`src/rtl/melody_pkg.sv`:
```
package melody_pkg;

  localparam int NOTE_W = 3;
  localparam int DIV_W  = 16;
  localparam int STEP_W = 6;

  typedef logic [NOTE_W-1:0] note_t;
  typedef logic [DIV_W-1:0]  div_t;
  typedef logic [STEP_W-1:0] step_t;

  // Strobes from the sequencing control to the tone datapath.
  typedef struct packed {
    logic silence;   // rest step: hold output low
    logic restart;   // note code changed: load new half period now
    div_t halfDiv;   // current half-period reload value
  } tone_cmd_t;

  // Tune lookup. Built from three phrases instead of one flat table:
  // the "head" phrase, the "bridge" phrase and the descending "tail".
  function automatic note_t tuneNote(input step_t step);
    note_t code;
    code = '0;
    if (step[4]) begin
      // second half of each 32-step half-tune: descending tail
      unique case (step[3:0])
        4'd0:    code = 3'd5;
        4'd2:    code = 3'd4;
        4'd4:    code = 3'd3;
        4'd6:    code = 3'd2;
        4'd8, 4'd9, 4'd10, 4'd11: code = 3'd1;
        default: code = 3'd0;
      endcase
    end else if (step[5] && !step[3]) begin
      // bridge phrase, steps 32..39
      unique case (step[2:0])
        3'd0, 3'd1, 3'd6: code = 3'd6;
        3'd4:             code = 3'd7;
        default:          code = 3'd0;
      endcase
    end else begin
      // head phrase, steps 0..15 and 40..47
      unique case (step[2:0])
        3'd0, 3'd1: code = 3'd5;
        3'd4, 3'd6: code = 3'd3;
        default:    code = 3'd0;
      endcase
    end
    return code;
  endfunction

  // Half-period reload for each pitch code; code 0 has none.
  function automatic div_t pitchDiv(input note_t code);
    div_t d;
    unique case (code)
      3'd1:    d = 16'hBBF0;
      3'd2:    d = 16'hA770;
      3'd3:    d = 16'h9530;
      3'd4:    d = 16'h8CD0;
      3'd5:    d = 16'h7D70;
      3'd6:    d = 16'h6FC0;
      3'd7:    d = 16'h5E00;
      default: d = 16'h0000;
    endcase
    return d;
  endfunction

endpackage

```
`src/rtl/melody_control.sv`:
```
module melody_control
  import melody_pkg::*;
#(
  parameter int STEP_LSB  = 21,
  parameter int DIV_SHIFT = 0
) (
  input  logic      clk,
  input  logic      rst,
  output tone_cmd_t cmd,
  output note_t     noteCode,
  output note_t     prevCode,
  output logic [STEP_LSB+STEP_W-1:0] timebase
);

  localparam int TB_W = STEP_LSB + STEP_W;

  step_t stepIdx;
  div_t  rawDiv;

  // Free-running tempo counter; upper bits pick the step.
  always_ff @(posedge clk) begin
    if (rst) timebase <= '0;
    else     timebase <= timebase + 1'b1;
  end

  assign stepIdx  = timebase[TB_W-1:STEP_LSB];
  assign noteCode = tuneNote(stepIdx);
  assign rawDiv   = pitchDiv(noteCode);

  // Code seen on the previous clock, for change detection.
  always_ff @(posedge clk) begin
    if (rst) prevCode <= '0;
    else     prevCode <= noteCode;
  end

  always_comb begin
    cmd.silence = (noteCode == '0);
    cmd.restart = (noteCode != prevCode);
    cmd.halfDiv = rawDiv >> DIV_SHIFT;
  end

endmodule

```
`src/rtl/tone_datapath.sv`:
```
module tone_datapath
  import melody_pkg::*;
(
  input  logic      clk,
  input  logic      rst,
  input  tone_cmd_t cmd,
  output div_t      halfCnt,
  output logic      audio
);

  always_ff @(posedge clk) begin
    if (rst) begin
      halfCnt <= '0;
      audio   <= 1'b0;
    end else if (cmd.silence) begin
      halfCnt <= '0;
      audio   <= 1'b0;
    end else if (cmd.restart) begin
      halfCnt <= cmd.halfDiv;
    end else if (halfCnt == '0) begin
      halfCnt <= cmd.halfDiv;
      audio   <= ~audio;
    end else begin
      halfCnt <= halfCnt - 1'b1;
    end
  end

endmodule

```
`src/rtl/melody_player.sv`:
```
module melody_player
  import melody_pkg::*;
#(
  parameter int STEP_LSB  = 21,
  parameter int DIV_SHIFT = 0
) (
  input  logic clk,
  input  logic rst,
  output logic audio
);

  localparam int TB_W = STEP_LSB + STEP_W;

  tone_cmd_t        cmd;
  note_t            noteCode;
  note_t            prevCode;
  div_t             halfCnt;
  logic [TB_W-1:0]  timebase;

  melody_control #(
    .STEP_LSB (STEP_LSB),
    .DIV_SHIFT(DIV_SHIFT)
  ) u_ctrl (
    .clk     (clk),
    .rst     (rst),
    .cmd     (cmd),
    .noteCode(noteCode),
    .prevCode(prevCode),
    .timebase(timebase)
  );

  tone_datapath u_dp (
    .clk    (clk),
    .rst    (rst),
    .cmd    (cmd),
    .halfCnt(halfCnt),
    .audio  (audio)
  );

endmodule

```
`config.mk`:
```
export PLATFORM = sky130hd
export DESIGN_NAME = melody_player
export DESIGN_NICKNAME = d
export VERILOG_FILES = /design/src/rtl/melody_pkg.sv /design/src/rtl/melody_control.sv /design/src/rtl/tone_datapath.sv /design/src/rtl/melody_player.sv
export SDC_FILE = /design/constraint.sdc
export NUM_CORES = 1
export LEC_CHECK = 0
export CAP_MARGIN = 20
export CORE_UTILIZATION = 45
export CTS_BUF_LIST = sky130_fd_sc_hd__clkbuf_4
export DETAILED_ROUTE_END_ITERATION = 16
export GPL_ROUTABILITY_DRIVEN = 0
export PLACE_DENSITY = 0.62
export SLEW_MARGIN = 20
export SYNTH_ARGS = -nofsm -noshare
export SYNTH_HDL_FRONTEND = slang
export SYNTH_HIERARCHICAL = 1
export SYNTH_SLANG_ARGS = --single-unit
```
`constraint.sdc`:
```
create_clock -name clk -period 3 [get_ports clk]
set_clock_uncertainty 0.1 [all_clocks]
set_input_delay 0.45 -clock clk [delete_from_list [all_inputs] [get_ports clk]]
set_output_delay 0.45 -clock clk [all_outputs]
set_load 0.05 [all_outputs]
```
# Word-level counts from Yosys, hierarchy flattened
# Memories as Yosys holds them, arrays and structs flattened. A register that Yosys moved wholly into a read port is not among the register bits.
# Cells that the tools add are included.
# classes
n_addsub	2
n_eq_ne	11
muxes	8
n_bitwise	2
reduce_logical	10
# ops
op	n
$pmux W16 S7	1
$mux W16	2
$add A27 B1 Y27 const B	1
$eq A3 B3 Y1 const B	6
$logic_not A16 Y1	1
$sub A16 B1 Y16 const B	1
$pmux W3 S2	2
$eq A3 B1 Y1 const B	2
$eq A3 B2 Y1 const B	2
$logic_not A3 Y1	2
$mux W3	2
$reduce_or A2 Y1	3
$mux W4	1
$ne A3 B3 Y1	1
$reduce_or A3 Y1	1
$not A1 Y1	2
$reduce_and A2 Y1	1
$logic_and A1 B1 Y1	1
$logic_not A1 Y1	1
# totals
regBits	47
rom_bits	48
in_bits	2
out_inout_bits	1
elab_cells	38
memories	1
# memory_table
name	depth	word_bits	rd	rd_ports_with_merged_regs	write_ports	line	source
(no name shown)	16	3	1	1	0	melody_pkg.sv:25	unique case (step[3:0])

# Depth between registers and ports, before layout
# depth
depth_word	9
depth_mapped	12
mapped_depth_nobuf	9

# Hierarchy
# Netlist, hierarchy kept.
# by_module_without_submodules
module	n_inst	cells_each	area_per_inst_um2	seq_area_each_um2
melody_control	1	207	1702.9	660.6
tone_datapath	1	101	939.7	340.3

# Worst setup path after synthesis
# OpenSTA, ideal clock, no wires.
# synth_timing
path_kind	register -> register
from	reg u_ctrl.timebase[23]
to	reg u_dp.audio
arrival_time_ps	2282
path_slack_ps	482
stages_incl_launch_ff	10
n_path_buf	2
synth_period_minus_slack_ps	2518
cell_sequence	dfxtp_1 -> clkbuf_1 -> nor2b_1 -> a21boi_0 -> o31ai_1 -> ha_1 -> and2_1 -> or2_2 -> buf_1 -> nor2_1
# synth_lines
element	line	source
start, declared	melody_control.sv:12	output logic [STEP_LSB+STEP_W-1:0] timebase
start signal, assigned	melody_control.sv:23	else timebase <= timebase + 1'b1;
end signal, assigned	tone_datapath.sv:22	audio <= ~audio;
end, declared	tone_datapath.sv:8	output logic audio

==> flow_summary.ini <==
[run_status]
status = finished, final reports clean

[min_path]
hold_path.class = register to register
min_path_cells = 1

[pwr]
leakage_nw = 0.982
ir_worst_vdd_v = 0.000255
power_density_nw_per_um2 = 401

[timing]
timing_hold_violations_final = 0
setup_viol = 0
fin_tns_setup_ps = 0
fmax_mhz = 387
fin_crit_ps = 2590
fin_crit_sh = 0.862
worst_pin_slew_ps = 636
fin_ws_ps = 414
slew_headroom = 0.573
maxSlewViolCount = 0
rsz0062_at_grt = no

[critical_path]
cp.required_ps = 3210
crit_path_start_kind = register
crit_slowest_cell = or4_4
path_depth = 6
endpoint_kind = register
reg2reg_depth = 6
critPathArrivalTime_ps = 2790
crit_path_max_fanout = 13
criticalPathCategory = register to register
max_stage_delay_ps = 620
critPathTopFamily = simple AND/OR/NAND/NOR gates
path_buf_inv = 1
worstPathCellList = ha_1 > inv_1 > or4_4 > o31a_1 > or4b_4 > o221ai_2

[clocking]
clk_path_buf_depth = 2
cts_sinks = 50
numCtsBuffers = 5
htreeDepth = 2
postCtsResizedCells = 0
clock_latency_ps = 370
tritoncts = yes
cts-root-buf = clkbuf_4
clk_pin_slew_worst_paths_ps = 150
cts_setup_buffers = 0
cts_hold_buf = 0

[synthesis]
syn_inst = 307
syn_avg_cell_area_um2 = 8.58
mappedNetlistArea_um2 = 2640
yosysWarnings = 6

[finish]
fillers = 558
drive_above_1_share = 0.106
final_common_cell = nor2_1
multi_input_area_um2 = 1500
syn_to_final_growth_pct = 5.13
fin_cells = 384
diodes = 0
layout_common_cells = nor2_1 (52), dfxtp_1 (50), xnor2_1 (22)
final_nets = 321
seq_area_um2 = 1000

[floorplan]
core_um2 = 5570
initial_core_util = 0.473
ios = 3
die_h_um = 78.5
die_x_um = 78.5
die_area_um2 = 6170
rows = 27

[grt]
overflow = 0
first_global_vias = 1867
grt_max_degree = 33
grt_pass1_wl_um = 8210
grt.total_usage = 0.168
antenna_found_initial = 0

[placement]
post-dp-hpwl_um = 3380
dp_cells = 377
io_buffer_count = 2
post-place-ws_ps = 430

[route]
num_vias = 1983
avgRoutedWirePerCell_um = 12.2
dr.pass1.iters = 6
viasPerCell = 5.16
first_iter_violations = 79
post-route-drc-count = 0
postRouteWirelength_um = 4680
ant_nets = 0

[run]
drv_cap = 0
## registers in the layout, summed over array words and instances, names as in the netlist, named ones only
name / count
u_ctrl/prevCode: 3
u_dp/audio: 1
u_dp/halfCnt: 16
u_ctrl/timebase: 27
## worst register-to-register path, cell delays in order (launching register included)
cell	delay (ps)
dfxtp_1	400
ha_1	270
inv_1	60
or4_4	620
o31a_1	340
or4b_4	560
o221ai_2	160
## metal layers
layer  share of wire  global-route usage
met4           0.019              0.0704
met5               0                   0
met2            0.46               0.276
met1            0.50               0.207
met3           0.016              0.0442
## per-stage QoR
step,hold slack (ps),util,area [um^2],total power [W]
after floorplan,330,-,2650,0.000805
after global placement,344,0.488,2720,0.000818
after detailed placement,372,0.488,2720,0.000820
after CTS,404,0.497,2770,0.00113
after global routing,420,0.497,2770,0.00117
final,392,0.497,2770,0.00111
## final cells by class
type | instances | area share
clock buffers | 5 | 0.0136
clock inverters | 2 | 0.00497
inverters | 14 | 0.0190
multi-input cells | 232 | 0.542
flip-flops and latches | 50 | 0.361
well taps | 72 | 0.0325
repair buffers | 9 | 0.0262
## report_power, final
group	total [W]	switching, W	internal, W	leakage (nW)
clock network	0.000306	0.000217	0.0000893	0.0314
registers	0.000706	0.0000215	0.000685	0.409
logic	0.0000989	0.0000575	0.0000414	0.542
total	0.00111	0.000296	0.000815	0.982
## worst paths after layout
kind	startpoint	to	slack (ps)
max	u_ctrl/timebase[0]$_SDFF_PP0_	register	410
min	u_ctrl/timebase[0]$_SDFF_PP0_	u_ctrl/timebase[0]$_SDFF_PP0_	390
max reg2reg	u_ctrl/timebase[0]$_SDFF_PP0_	register	410
min reg2reg	u_ctrl/timebase[0]$_SDFF_PP0_	u_ctrl/timebase[0]$_SDFF_PP0_	390
Power figures use the tool's default switching activity.
